--- src/rtl/clkdiv_sync_pkg.sv ---
package clkdiv_sync_pkg;
  localparam int CTRL_W     = 8;
  localparam int CTRL_BITS  = 3;
  localparam logic [CTRL_BITS-1:0] CTRL_RST = 3'b001;

  // packed order puts one_shot at bit 2, div_en at bit 1, master at bit 0
  typedef struct packed {
    logic one_shot;
    logic div_en;
    logic master;
  } ctrl_t;
endpackage

--- src/rtl/sync_edge_det.sv ---
module sync_edge_det #(
  parameter int STAGES = 2
) (
  input  logic clk_i,
  input  logic rst_ni,
  input  logic async_i,
  output logic rise_o
);
  logic [STAGES:0] pipe_q;

  always_ff @(posedge clk_i or negedge rst_ni) begin
    if (!rst_ni) pipe_q <= '0;
    else         pipe_q <= {pipe_q[STAGES-1:0], async_i};
  end

  assign rise_o = pipe_q[STAGES-1] & ~pipe_q[STAGES];

  AST_EDGE_ONCE: assert property (@(posedge clk_i) disable iff (!rst_ni)
    rise_o |=> !rise_o);
endmodule

--- src/rtl/sync_ctrl_reg.sv ---
module sync_ctrl_reg
  import clkdiv_sync_pkg::*;
(
  input  logic              clk_i,
  input  logic              rst_ni,
  input  logic              wr_en_i,
  input  logic [CTRL_W-1:0] wr_data_i,
  input  logic              rise_i,
  output ctrl_t             ctrl_o,
  output logic              accept_o
);
  ctrl_t ctrl_q, ctrl_d;
  logic  unused_rsv;

  assign unused_rsv = ^wr_data_i[CTRL_W-1:CTRL_BITS];
  assign accept_o   = rise_i & ctrl_q.master & ctrl_q.div_en;

  always_comb begin
    ctrl_d = ctrl_q;
    if (wr_en_i) ctrl_d = ctrl_t'(wr_data_i[CTRL_BITS-1:0]);
    // hardware self-clear overrides a same-cycle write
    if (accept_o && ctrl_q.one_shot) ctrl_d.div_en = 1'b0;
  end

  always_ff @(posedge clk_i or negedge rst_ni) begin
    if (!rst_ni) ctrl_q <= ctrl_t'(CTRL_RST);
    else         ctrl_q <= ctrl_d;
  end

  assign ctrl_o = ctrl_q;

  AST_ONESHOT_CLEAR: assert property (@(posedge clk_i) disable iff (!rst_ni)
    (accept_o && ctrl_q.one_shot) |=> !ctrl_q.div_en);
  AST_COLLIDE_CLEAR: assert property (@(posedge clk_i) disable iff (!rst_ni)
    (accept_o && ctrl_q.one_shot && wr_en_i) |=> (!ctrl_q.div_en && ctrl_q.master == $past(wr_data_i[0])));
  AST_NO_MASTER_HOLD: assert property (@(posedge clk_i) disable iff (!rst_ni)
    (!ctrl_q.master && !wr_en_i) |=> $stable(ctrl_q));
endmodule

--- src/rtl/div_counter.sv ---
module div_counter #(
  parameter int SEL_W = 3
) (
  input  logic             clk_i,
  input  logic             rst_ni,
  input  logic [SEL_W-1:0] div_sel_i,
  input  logic             realign_i,
  output logic             tick_o
);
  logic [SEL_W-1:0] cnt_q;

  always_ff @(posedge clk_i or negedge rst_ni) begin
    if (!rst_ni)                 cnt_q <= '0;
    else if (realign_i)          cnt_q <= '0;
    else if (cnt_q >= div_sel_i) cnt_q <= '0;
    else                         cnt_q <= cnt_q + 1'b1;
  end

  assign tick_o = (cnt_q == '0);
endmodule

--- src/rtl/clkdiv_sync_ctrl.sv ---
module clkdiv_sync_ctrl
  import clkdiv_sync_pkg::*;
#(
  parameter int SYNC_STAGES = 2,
  parameter int SEL_W       = 3
) (
  input  logic              clk_i,
  input  logic              rst_ni,
  input  logic              wr_en_i,
  input  logic [CTRL_W-1:0] wr_data_i,
  input  logic              sync_i,
  input  logic [SEL_W-1:0]  div_sel_i,
  output logic              div_tick_o,
  output logic [CTRL_W-1:0] ctrl_o
);
  localparam int RSV_W = CTRL_W - CTRL_BITS;

  logic  rise, accept;
  ctrl_t ctrl;

  sync_edge_det #(.STAGES(SYNC_STAGES)) u_edge (
    .clk_i  (clk_i),
    .rst_ni (rst_ni),
    .async_i(sync_i),
    .rise_o (rise)
  );

  sync_ctrl_reg u_reg (
    .clk_i    (clk_i),
    .rst_ni   (rst_ni),
    .wr_en_i  (wr_en_i),
    .wr_data_i(wr_data_i),
    .rise_i   (rise),
    .ctrl_o   (ctrl),
    .accept_o (accept)
  );

  div_counter #(.SEL_W(SEL_W)) u_div (
    .clk_i    (clk_i),
    .rst_ni   (rst_ni),
    .div_sel_i(div_sel_i),
    .realign_i(accept),
    .tick_o   (div_tick_o)
  );

  assign ctrl_o = {{RSV_W{1'b0}}, ctrl};

  AST_ACCEPT_TICK: assert property (@(posedge clk_i) disable iff (!rst_ni)
    accept |=> div_tick_o);
  AST_RATIO_ONE: assert property (@(posedge clk_i) disable iff (!rst_ni)
    (div_sel_i == '0) |=> div_tick_o);
endmodule

--- config.mk ---
export PLATFORM = sky130hd
export DESIGN_NAME = clkdiv_sync_ctrl
export DESIGN_NICKNAME = d
export VERILOG_FILES = /design/src/rtl/clkdiv_sync_pkg.sv /design/src/rtl/sync_edge_det.sv /design/src/rtl/sync_ctrl_reg.sv /design/src/rtl/div_counter.sv /design/src/rtl/clkdiv_sync_ctrl.sv
export SDC_FILE = /design/constraint.sdc
export NUM_CORES = 1
export LEC_CHECK = 0
export BUFFER_PORTS_ARGS = -buffer_cell sky130_fd_sc_hd__buf_2
export CORE_MARGIN = 2
export CORE_UTILIZATION = 30
export CTS_CLUSTER_DIAMETER = 150
export DETAILED_ROUTE_END_ITERATION = 10
export GPL_TIMING_DRIVEN = 0
export HOLD_SLACK_MARGIN = 0.1
export PLACE_DENSITY = 0.61
export SYNTH_ARGS = -nofsm -noshare
export SYNTH_HDL_FRONTEND = slang
export SYNTH_HIERARCHICAL = 1
export SYNTH_SLANG_ARGS = --single-unit
--- constraint.sdc ---
create_clock -name clk_i -period 2.2 [get_ports clk_i]
set_clock_uncertainty 0.1 [all_clocks]
set_input_delay 0 -clock clk_i [delete_from_list [all_inputs] [get_ports clk_i]]
set_output_delay 0 -clock clk_i [all_outputs]
set_load 0.02 [all_outputs]
**Word level (Yosys, flattened, before mapping)**

Index checks and enable logic that the tools add are counted.
Widths: inputs -> output; s select.

- Add/sub/neg operators: 1
- Multipliers: 0
- Divide/modulo/power cells: 0
- Magnitude comparators: 1
- Equality and inequality tests: 0
- Shift-type cells: 0
- Mux-type cells: 4
- Bitwise operators: 4
- Reduce and logical (&&, ||, !) cells: 3

Operators with widths:

| cell | number |
|---|---|
| $mux 3 | 2 |
| $add 3x1->3 const B | 1 |
| $and 1x1->1 | 3 |
| $ge 3x3->1 | 1 |
| $logic_not 3->1 | 1 |
| $mux 2 | 1 |
| $reduce_bool 2->1 | 1 |
| $logic_and 1x1->1 | 1 |
| $mux 1 | 1 |
| $not 1->1 | 1 |

- Register bits after elaboration: 9
- Bits in latches: 0
- RAM bits: 0
- Bits in read-only memories: 0
- Input bits: 15
- Output and inout port bits: 9
- Logic and storage cells: 18
- Memories kept: 0

**Longest topological paths before layout**

Gate-level depths: netlist (run 1).

- Depth after elaboration: 6
- Mapped depth: 4
- Mapped depth without buffers: 4

**Cells and area by module**

Netlist (run 1), hierarchy kept.

By module, submodules not included:

| module | instances | cells an instance | area each (sq um) | sequential area each (sq um) |
|---|---|---|---|---|
| div_counter | 1 | 20 | 212.7 | 75.1 |
| sync_ctrl_reg | 1 | 8 | 123.9 | 76.3 |
| sync_edge_det | 1 | 4 | 88.8 | 75.1 |
| clkdiv_sync_ctrl | 1 | 6 | 41.3 | 0.0 |

**Worst setup path before layout (run 1)**

OpenSTA, ideal clock, no wires.

- Path kind: register to register
- Start: reg u_div.cnt_q[2]
- End: reg u_div.cnt_q[0]
- Setup time: 0.099 ns
- Arrival: 1.200 ns
- Data required time: 2.001 ns
- Slack: 0.800 ns
- Cell stages (with the launch flop): 4
- Buffers on the path: 0
- Clock period less this slack: 1.400 ns
- Cells stage by stage: dfrtp_1 ha_1 a211o_1 a311oi_1

- Word-level cells in the longest chain between the ends: 3

RTL lines:

| what | RTL line | text |
|---|---|---|
| from (decl) | div_counter.sv:10 | `logic [SEL_W-1:0] cnt_q;` |
| from (signal assigned) | div_counter.sv:16 | `else cnt_q <= cnt_q + 1'b1;` |
| $ge 3x3->1 | div_counter.sv:15 | `else if (cnt_q >= div_sel_i) cnt_q <= '0;` |
| $mux 3 | div_counter.sv:15 |  |
| $mux 3 | div_counter.sv:14 | `else if (realign_i) cnt_q <= '0;` |

Every way passes these cells.
A chain may end at the register's enable or synchronous reset.

**Worst setup path in the final report (run 1)**

- Start: reg u_div.cnt_q[2]
- End: reg u_div.cnt_q[2]

- Word-level cells in the longest chain between the ends: 3
- Elaborated cells between the ends (all ways): 4
- Those cells by class: 1 x add/sub; 1 x order compare; 2 x mux

RTL lines:

| what | RTL line |
|---|---|
| $add 3x1->3 or $ge 3x3->1 (tied branches) | div_counter.sv:16, div_counter.sv:15 |
| $mux 3 * | div_counter.sv:15 |
| $mux 3 * | div_counter.sv:14 |

Mark *: on every way between the ends. The rest lies on a longest branch, timed or not.

==> impl_metrics.json, run 1 <==
{
  "outcome": "complete, no violations",
  "timing.final.ws_setup_ps": 205,
  "ys.flop_type": "dfrtp_1",
  "dieArea_um2": 1890,
  "r2r_start": "u_div/cnt_q[2]",
  "ys_seq_area_frac": 0.485,
  "gp_congestion": 0.728,
  "yosys.cell_types.count": 16,
  "rsz0062_at_grt": "false",
  "wl_um": 766,
  "pre_cts_slack_ps": 687,
  "hold_end": "u_div/cnt_q[1]",
  "cp.arrival_ps": 2090,
  "vias_per_cell": 4.28,
  "avgSynthCellArea_um2": 12.3,
  "grt_pass1_wl_um": 1420,
  "cts_tree": "built",
  "r2r_end": "u_div/cnt_q[2]",
  "placed_cells": 71,
  "hold_start": "div_sel_i[2]",
  "netSwitchingFraction": 0.324,
  "die_y_um": 43.4,
  "worstPathMaxFanout": 4,
  "p_total_uw": 569,
  "cellLeakagePower_uw": 0.000375,
  "period_share": 0.907,
  "cts_buffers": 3,
  "overflow": 0,
  "grt_usage": 0.104,
  "die_width_um": 43.4,
  "hold_viol": 0,
  "htree_levels": 1,
  "dr.pass1.iters": 2,
  "clock_latency_ps": 250,
  "peakVddDrop_mv": 0.407,
  "drtAntennaViolNets": 0,
  "ys_ff_latch": 9,
  "drc": 0,
  "holdWs_ps": 109,
  "drt_iter0_drc": 5,
  "synth_area_leaders": "dfrtp_1 43%, ha_1 13%, buf_4 8.0%",
  "final_cells": 86,
  "syn_inst": 38,
  "startpoint_type": "flip-flop",
  "min_period_ps": 2000,
  "setup_viol_count_final": 0,
  "hold_depth": 4,
  "synth.most_common_cell": "dfrtp_1",
  "ioPinCount": 24,
  "start_util": 0.313,
  "grt_max_degree": 9,
  "hold_class": "primary input to flip-flop",
  "end_kind": "flip-flop",
  "syn_area_um2": 467,
  "cts_setup_buffers": 0,
  "synth.top_cell.area_share": 0.429,
  "yosysTopAreaCell": "dfrtp_1",
  "r2r_slack_ps": 200,
  "tns_ps": 0,
  "synth_edf_count": 0,
  "reg2regPathDepth": 4,
  "cts_buffer_depth": 2,
  "row_count": 14,
  "layout.nets": 91,
  "cts_num_sinks": 9,
  "clockPowerShare": 0.214,
  "vias": 368,
  "combPwrFrac": 0.394,
  "area_delta_synth_final_pct": 50.7,
  "wl_per_cell_um": 8.91,
  "power_frac_seq": 0.392,
  "crit_required_ps": 2290,
  "async_reset_ff_frac": 1.00,
  "switchingPower_uw": 184,
  "critical_path_class": "flip-flop to flip-flop",
  "cts_root_buf": "clkbuf_4",
  "drive_gt1_frac": 0.371,
  "core-area_um2": 1490,
  "p_per_area_nw_per_um2": 809,
  "antennaDiodeCount": 0,
  "max_cap_violations": 0,
  "antenna_found_initial": 0,
  "fmax_mhz": 501,
  "clk_pin_slew_worst_paths_ps": 60,
  "finalMaxSlewViolations": 0,
  "port_buffers": 13,
  "synth_warnings": 6,
  "grt_pass1_vias": 373,
  "synth.top_cells.by_count": "8 x dfrtp_1, 5 x buf_4, 5 x ha_1, 5 x inv_1, 3 x a311oi_1",
  "internal_power_uw": 385,
  "hpwl_um": 544
}
layout make-up:
cell class	count	area, um2
Clock buffer	4	26.3
Tap cell	16	20.0
Inverter	5	18.8
Sequential cell	9	226
Fill cell	146	786
Buffer	5	37.5
Multi-Input combinational cell	23	199
Timing Repair Buffer	24	175
metrics by stage:
stage / utilization / instance area [um2]
finish: 0.472 / 703
global route: 0.472 / 703
CTS: 0.472 / 703
detailed placement: 0.381 / 567
global placement: 0.381 / 567
floorplan: - / 482
cell families after synthesis:
kind of cell	Yosys count	synth area share
buffers and inverters	10	0.121
xor gates and xnor gates	1	0.0188
AOI/OAI and AO/OA	5	0.0939
and+or+nand+nor	4	0.0697
other	1	0.00804
DFF	9	0.485
muxes	3	0.0697
adders and majority gates	5	0.134
critical path, cell delays in order, from the launching register on:
cell and delay [ps]:
dfrtp_1 410, ha_1 330, a211o_1 300, a311oi_1 200, dlygate4sd3_1 580
cell usage in the layout, fill, tap and decap left out, drive strengths merged:
cell type and n:
nand2b 1, dfrtp 8, xnor2 1, inv 5, a21oi 1, dlygate4sd3 11, ha 5, dfstp 1
clkbuf 4, buf 18, nor2b 2, conb 5, a311oi 3, mux2 2, mux2i 1, a211o 1
and3 1
layer usage:
metal / track usage / vias to the layer above / wire length (um)
li1: - / 183 / -
met1: 0.113 / 171 / 317
met2: 0.167 / 14 / 372
met3: 0.0625 / 0 / 75
met4: 0.0364 / 0 / 0
met5: 0 / - / 0
power groups by stage:
stage               Sequential [uW]  Clock [uW]  Combinational [uW]
detailed placement              228           0                 196
global route                    228         140                 257
global placement                226           0                 194
finish                          223         122                 224
CTS                             224         130                 228
floorplan                       229           0                 142
state kept, by name, indices dropped and copies added (netlist names):
signal / flops
u_div/cnt_q: 3
u_edge/pipe_q: 3
u_reg/ctrl_o: 3
what timing repair did:
action,4_1_cts,5_1_grt
hold endpoints to repair,16,0
gates resized for setup,0,0
hold buffers,11,0
worst max-delay path by stage:
stage | from | endpoint | slack, ps | cells past startpoint
3_5_place_dp | u_div/cnt_q[2] | u_div/cnt_q[1] | 690 | 3
3_3_place_gp | u_div/cnt_q[2] | u_div/cnt_q[0] | 680 | 3
6_report | u_div/cnt_q[2] | u_div/cnt_q[2] | 200 | 4
4_1_cts | u_div/cnt_q[2] | u_div/cnt_q[2] | 220 | 4
5_1_grt | u_div/cnt_q[2] | u_div/cnt_q[2] | 110 | 4
2_1_floorplan | u_div/cnt_q[2] | u_div/cnt_q[0] | 800 | 3
(Power assumes the default switching activity.)
==> run 2: changes to the inputs <==
--- a/config.mk
+++ b/config.mk
@@ -12,6 +12,7 @@
 export DETAILED_ROUTE_END_ITERATION = 10
 export GPL_TIMING_DRIVEN = 0
 export HOLD_SLACK_MARGIN = 0.1
+export MAX_ROUTING_LAYER = met4
 export PLACE_DENSITY = 0.61
 export SYNTH_ARGS = -nofsm -noshare
 export SYNTH_HDL_FRONTEND = slang
==> run 2 against run 1 <==
  * First-iteration DRC count shrank 80%
  * Highest routed layer unchanged
  * Largest cell class unchanged
  * Critical path depth is the same
  * Sequential share of layout area is the same
  * Core utilization is the same
  * Largest power group unchanged
  * Setup slack is the same
==> impl_metrics.json, run 2 (synthesized netlist as in run 1, its figures left out) <==
{
  "area_delta_synth_final_pct": 50.7,
  "dieArea_um2": 1890,
  "cp.arrival_ps": 2090,
  "p_per_area_nw_per_um2": 810,
  "cts_tree": "built",
  "gp_congestion": 0.737,
  "drt_iter0_drc": 1,
  "peakVddDrop_mv": 0.409,
  "drive_gt1_frac": 0.371,
  "ioPinCount": 24,
  "grt_usage": 0.107,
  "period_share": 0.907,
  "hpwl_um": 544,
  "core-area_um2": 1490,
  "hold_class": "primary input to flip-flop",
  "hold_start": "div_sel_i[2]",
  "hold_viol": 0,
  "port_buffers": 13,
  "cts_resized": 0,
  "critical_path_class": "flip-flop to flip-flop",
  "antenna_found_initial": 0,
  "tns_ps": 0,
  "layout.nets": 91,
  "startpoint_type": "flip-flop",
  "clk_pin_slew_worst_paths_ps": 60,
  "row_count": 14,
  "cts_buffers": 3,
  "grt_max_degree": 9,
  "cts_num_sinks": 9,
  "final_common_cell": "buf_2",
  "grt_pass1_wl_um": 1420,
  "cellLeakagePower_uw": 0.000375,
  "fmax_mhz": 501,
  "die_width_um": 43.4,
  "end_kind": "flip-flop",
  "htree_levels": 1,
  "min_period_ps": 2000,
  "dr.pass1.iters": 2,
  "rsz0062_at_grt": "false",
  "drc": 0,
  "vias_per_cell": 4.26,
  "outcome": "complete, no violations",
  "fillers": 146,
  "cts_root_buf": "clkbuf_4",
  "layout_common_cells": "13 x buf_2, 11 x dlygate4sd3_1, 8 x dfrtp_1",
  "finalMaxSlewViolations": 0,
  "crit_required_ps": 2290,
  "crit_start": "u_div/cnt_q[2]",
  "die_y_um": 43.4,
  "overflow": 0,
  "r2r_start": "u_div/cnt_q[2]",
  "wl_um": 768,
  "worstPathMaxFanout": 4,
  "p_total_uw": 569,
  "setup_viol_count_final": 0,
  "antennaDiodeCount": 0,
  "vias": 366,
  "wl_per_cell_um": 8.93,
  "start_util": 0.313,
  "drtAntennaViolNets": 0,
  "grt_pass1_vias": 373,
  "cts_buffer_depth": 2,
  "max_cap_violations": 0,
  "clock_latency_ps": 250
}
## run 2: layer usage
layer  share of wire  vias up  track usage  wire [um]
met5               0        -            -          0
met4               0        0       0.0364          0
met3           0.095        0       0.0625         73
met2            0.49       14        0.167        375
met1            0.42      170        0.113        319
li1                -      182            -          -
## run 2: area by class of cell
type                            instances  area [um2]  share of cell area
Multi-Input combinational cell         23         199               0.283
Sequential cell                         9         226               0.322
Timing Repair Buffer                   24         175               0.249
Inverter                                5        18.8              0.0267
Buffer                                  5        37.5              0.0534
Clock buffer                            4        26.3              0.0374
Tap cell                               16        20.0              0.0285
## run 2: path summary, 6_finish.rpt
| kind | endpoint | slack [ps] | cells past startpoint |
|---|---|---|---|
| worst max-delay path | u_div/cnt_q[2] | 200 | 4 |
| worst min-delay path | u_div/cnt_q[1] | 110 | 4 |
| worst max register to register | u_div/cnt_q[2] | 200 | 4 |
| worst min register to register | u_edge/pipe_q[1] | 250 | 0 |
| max in group asynchronous | u_edge/pipe_q[0] | 1100 | 3 |
| min in group asynchronous | u_reg/ctrl_o[0] | 130 | 2 |
## run 2: repair_timing
item	in CTS	in global routing
setup endpoints to repair	0	0
hold endpoints to repair	16	0
buffers inserted	0	0
hold buffers	11	0
## run 2: through the flow
| stage | hold slack, ps | utilization | worst slack (ps) | instances | area (um2) |
|---|---|---|---|---|---|
| after floorplan | -396 | - | 800 | 42 | 482 |
| after global placement | -243 | 0.381 | 677 | 71 | 567 |
| after detailed placement | -240 | 0.381 | 687 | 71 | 567 |
| after CTS | 103 | 0.472 | 222 | 86 | 703 |
| after global routing | 126 | 0.472 | 106 | 86 | 703 |
| final | 109 | 0.472 | 205 | 86 | 703 |
## run 2: critical path, cell delays in order (launching register included)
cell and delay [ps]:
dfrtp_1 410, ha_1 330, a211o_1 300, a311oi_1 200, dlygate4sd3_1 580
## run 2: report_power, final
group	leakage [uW]	internal [uW]	switching [uW]
logic	0.000253	116	108
clock network	0.0000150	69.6	52.7
registers	0.000107	199	23.9
==> run 3: changes to the inputs <==
--- a/config.mk
+++ b/config.mk
@@ -14,6 +14,7 @@
 export HOLD_SLACK_MARGIN = 0.1
 export MAX_ROUTING_LAYER = met4
 export PLACE_DENSITY = 0.61
+export SETUP_SLACK_MARGIN = 0.1
 export SYNTH_ARGS = -nofsm -noshare
 export SYNTH_HDL_FRONTEND = slang
 export SYNTH_HIERARCHICAL = 1
==> constraint.sdc (replaced) <==
create_clock -name clk_i -period 2.2 [get_ports clk_i]
set_clock_uncertainty 0.1 [all_clocks]
set_input_delay 0.44 -clock clk_i [delete_from_list [all_inputs] [get_ports clk_i]]
set_output_delay 0.44 -clock clk_i [all_outputs]
set_load 0.02 [all_outputs]
==> run 3 against run 2 <==
  * Combinational power fell by 13%
  * Highest routed layer unchanged
  * Global-route usage is 1.3 points lower
  * Maximum frequency increased by 19%
  * Cell area down 14%
  * Setup slack better by 310 ps
  * Clock-buffer cell count stayed put
  * Die area stayed put
  * Register-to-register slack improved by 480 ps
  * First-iteration DRC count increased to 3.0 times the previous value
==> impl_metrics.json, run 3 (synthesized netlist as in run 1, its figures left out) <==
{
  "fmax_mhz": 594,
  "clockPowerShare": 0.227,
  "min_period_ps": 1680,
  "combPwrFrac": 0.360,
  "r2r_slack_ps": 680,
  "area_delta_synth_final_pct": 29.2,
  "drt_iter0_drc": 3,
  "drtAntennaViolNets": 0,
  "htree_levels": 1,
  "cts_buffer_depth": 2,
  "layout.nets": 81,
  "dieArea_um2": 1890,
  "startpoint_type": "flip-flop",
  "clock_latency_ps": 250,
  "cts_num_sinks": 9,
  "crit_slowest_cell": "dfrtp_1",
  "timing.final.ws_setup_ps": 517,
  "row_count": 14,
  "end_kind": "output pin",
  "drc": 0,
  "worstPathMaxFanout": 3,
  "p_total_uw": 540,
  "die_width_um": 43.4,
  "die_y_um": 43.4,
  "cts_root_buf": "clkbuf_4",
  "peakVddDrop_mv": 0.372,
  "outcome": "complete, no violations",
  "grt_pass1_vias": 321,
  "critical_path_class": "flip-flop to output pin",
  "start_util": 0.313,
  "netSwitchingFraction": 0.333,
  "switchingPower_uw": 180,
  "power_frac_seq": 0.413,
  "cts_tree": "built",
  "fin_area_um2": 603,
  "internal_power_uw": 360,
  "port_buffers": 13,
  "layout_common_cells": "13 x buf_2, 8 x dfrtp_1",
  "wl_um": 671,
  "antenna_found_initial": 0,
  "hpwl_um": 544,
  "grt_pass1_wl_um": 1230,
  "drive_gt1_frac": 0.433,
  "max_cap_violations": 0,
  "cp.arrival_ps": 1140,
  "overflow": 0,
  "period_share": 0.765,
  "gp_congestion": 0.737,
  "crit_required_ps": 1660,
  "hold_class": "primary input to flip-flop",
  "clk_pin_slew_worst_paths_ps": 60,
  "finalMaxSlewViolations": 0,
  "tns_ps": 0,
  "antennaDiodeCount": 0,
  "place_area_um2": 567,
  "dr.pass1.iters": 2,
  "grt_usage": 0.0947,
  "path_cells": "inv_1 -> ha_1 -> nor2b_1 -> buf_2",
  "p_per_area_nw_per_um2": 896,
  "cts_buffers": 3,
  "rsz0062_at_grt": "false",
  "hold_viol": 0,
  "vias_per_cell": 4.29,
  "pre_cts_slack_ps": 540,
  "cellLeakagePower_uw": 0.000332,
  "final_common_cell": "buf_2",
  "vias": 326,
  "ioPinCount": 24,
  "max_stage_delay_ps": 370,
  "cts_setup_buffers": 0,
  "grt_max_degree": 10,
  "setup_viol_count_final": 0,
  "core-area_um2": 1490,
  "wl_per_cell_um": 8.83
}
run 3: changes by cell type in the layout (fill, tap and decap cells not counted):
cell	before	now
dlygate4sd3_1	11	1
run 3: worst max-delay path: cells and delay by family (launching register included):
family / cells / cell delay [ps]
fa+ha+maj: 1 / 180
buf+inv: 2 / 220
flops: 1 / 370
simple gates: 1 / 120
run 3: final timing paths:
path	endpoint	startpoint	cells after the start
max	div_tick_o	u_div/cnt_q[0]	4
min	u_edge/pipe_q[0]	sync_i	1
max reg2reg	u_div/cnt_q[1]	u_div/cnt_q[2]	3
min reg2reg	u_edge/pipe_q[1]	u_edge/pipe_q[0]	0
max in group asynchronous	u_reg/ctrl_o[0]	rst_ni	2
min in group asynchronous	u_div/cnt_q[2]	rst_ni	2
run 3: metrics by stage:
stage | hold slack [ps] | util | cells
after detailed placement | 200 | 0.381 | 71
after global placement | 197 | 0.381 | 71
after global routing | 167 | 0.405 | 76
final | 193 | 0.405 | 76
after floorplan | 44.4 | - | 42
after CTS | 181 | 0.405 | 76
run 3: timing repair:
action / in CTS / in global routing
gates resized for setup: 0 / 0
hold buffers: 1 / 0
hold endpoints to repair: 8 / 0
run 3: power by group through the flow:
stage,clock network [uW],registers [uW],logic (uW)
after CTS,130,224,200
after detailed placement,0,228,196
after global routing,140,228,225
final,123,223,194
after global placement,0,226,194
after floorplan,0,229,142
run 3: metal layers:
metal / part of all wire / track usage / up-vias
met5: 0 / - / -
met4: 0 / 0.0364 / 0
met3: 0.10 / 0.0625 / 0
met2: 0.49 / 0.140 / 13
met1: 0.40 / 0.100 / 151
li1: - / - / 162
run 3: layout make-up:
type	instances	area, um2
buffer	5	37.5
clock buffer	4	26.3
fill	157	886
inverter	5	18.8
multi-input combinational	23	199
sequential	9	226
tap	16	20.0
timing repair buffer	14	75.1
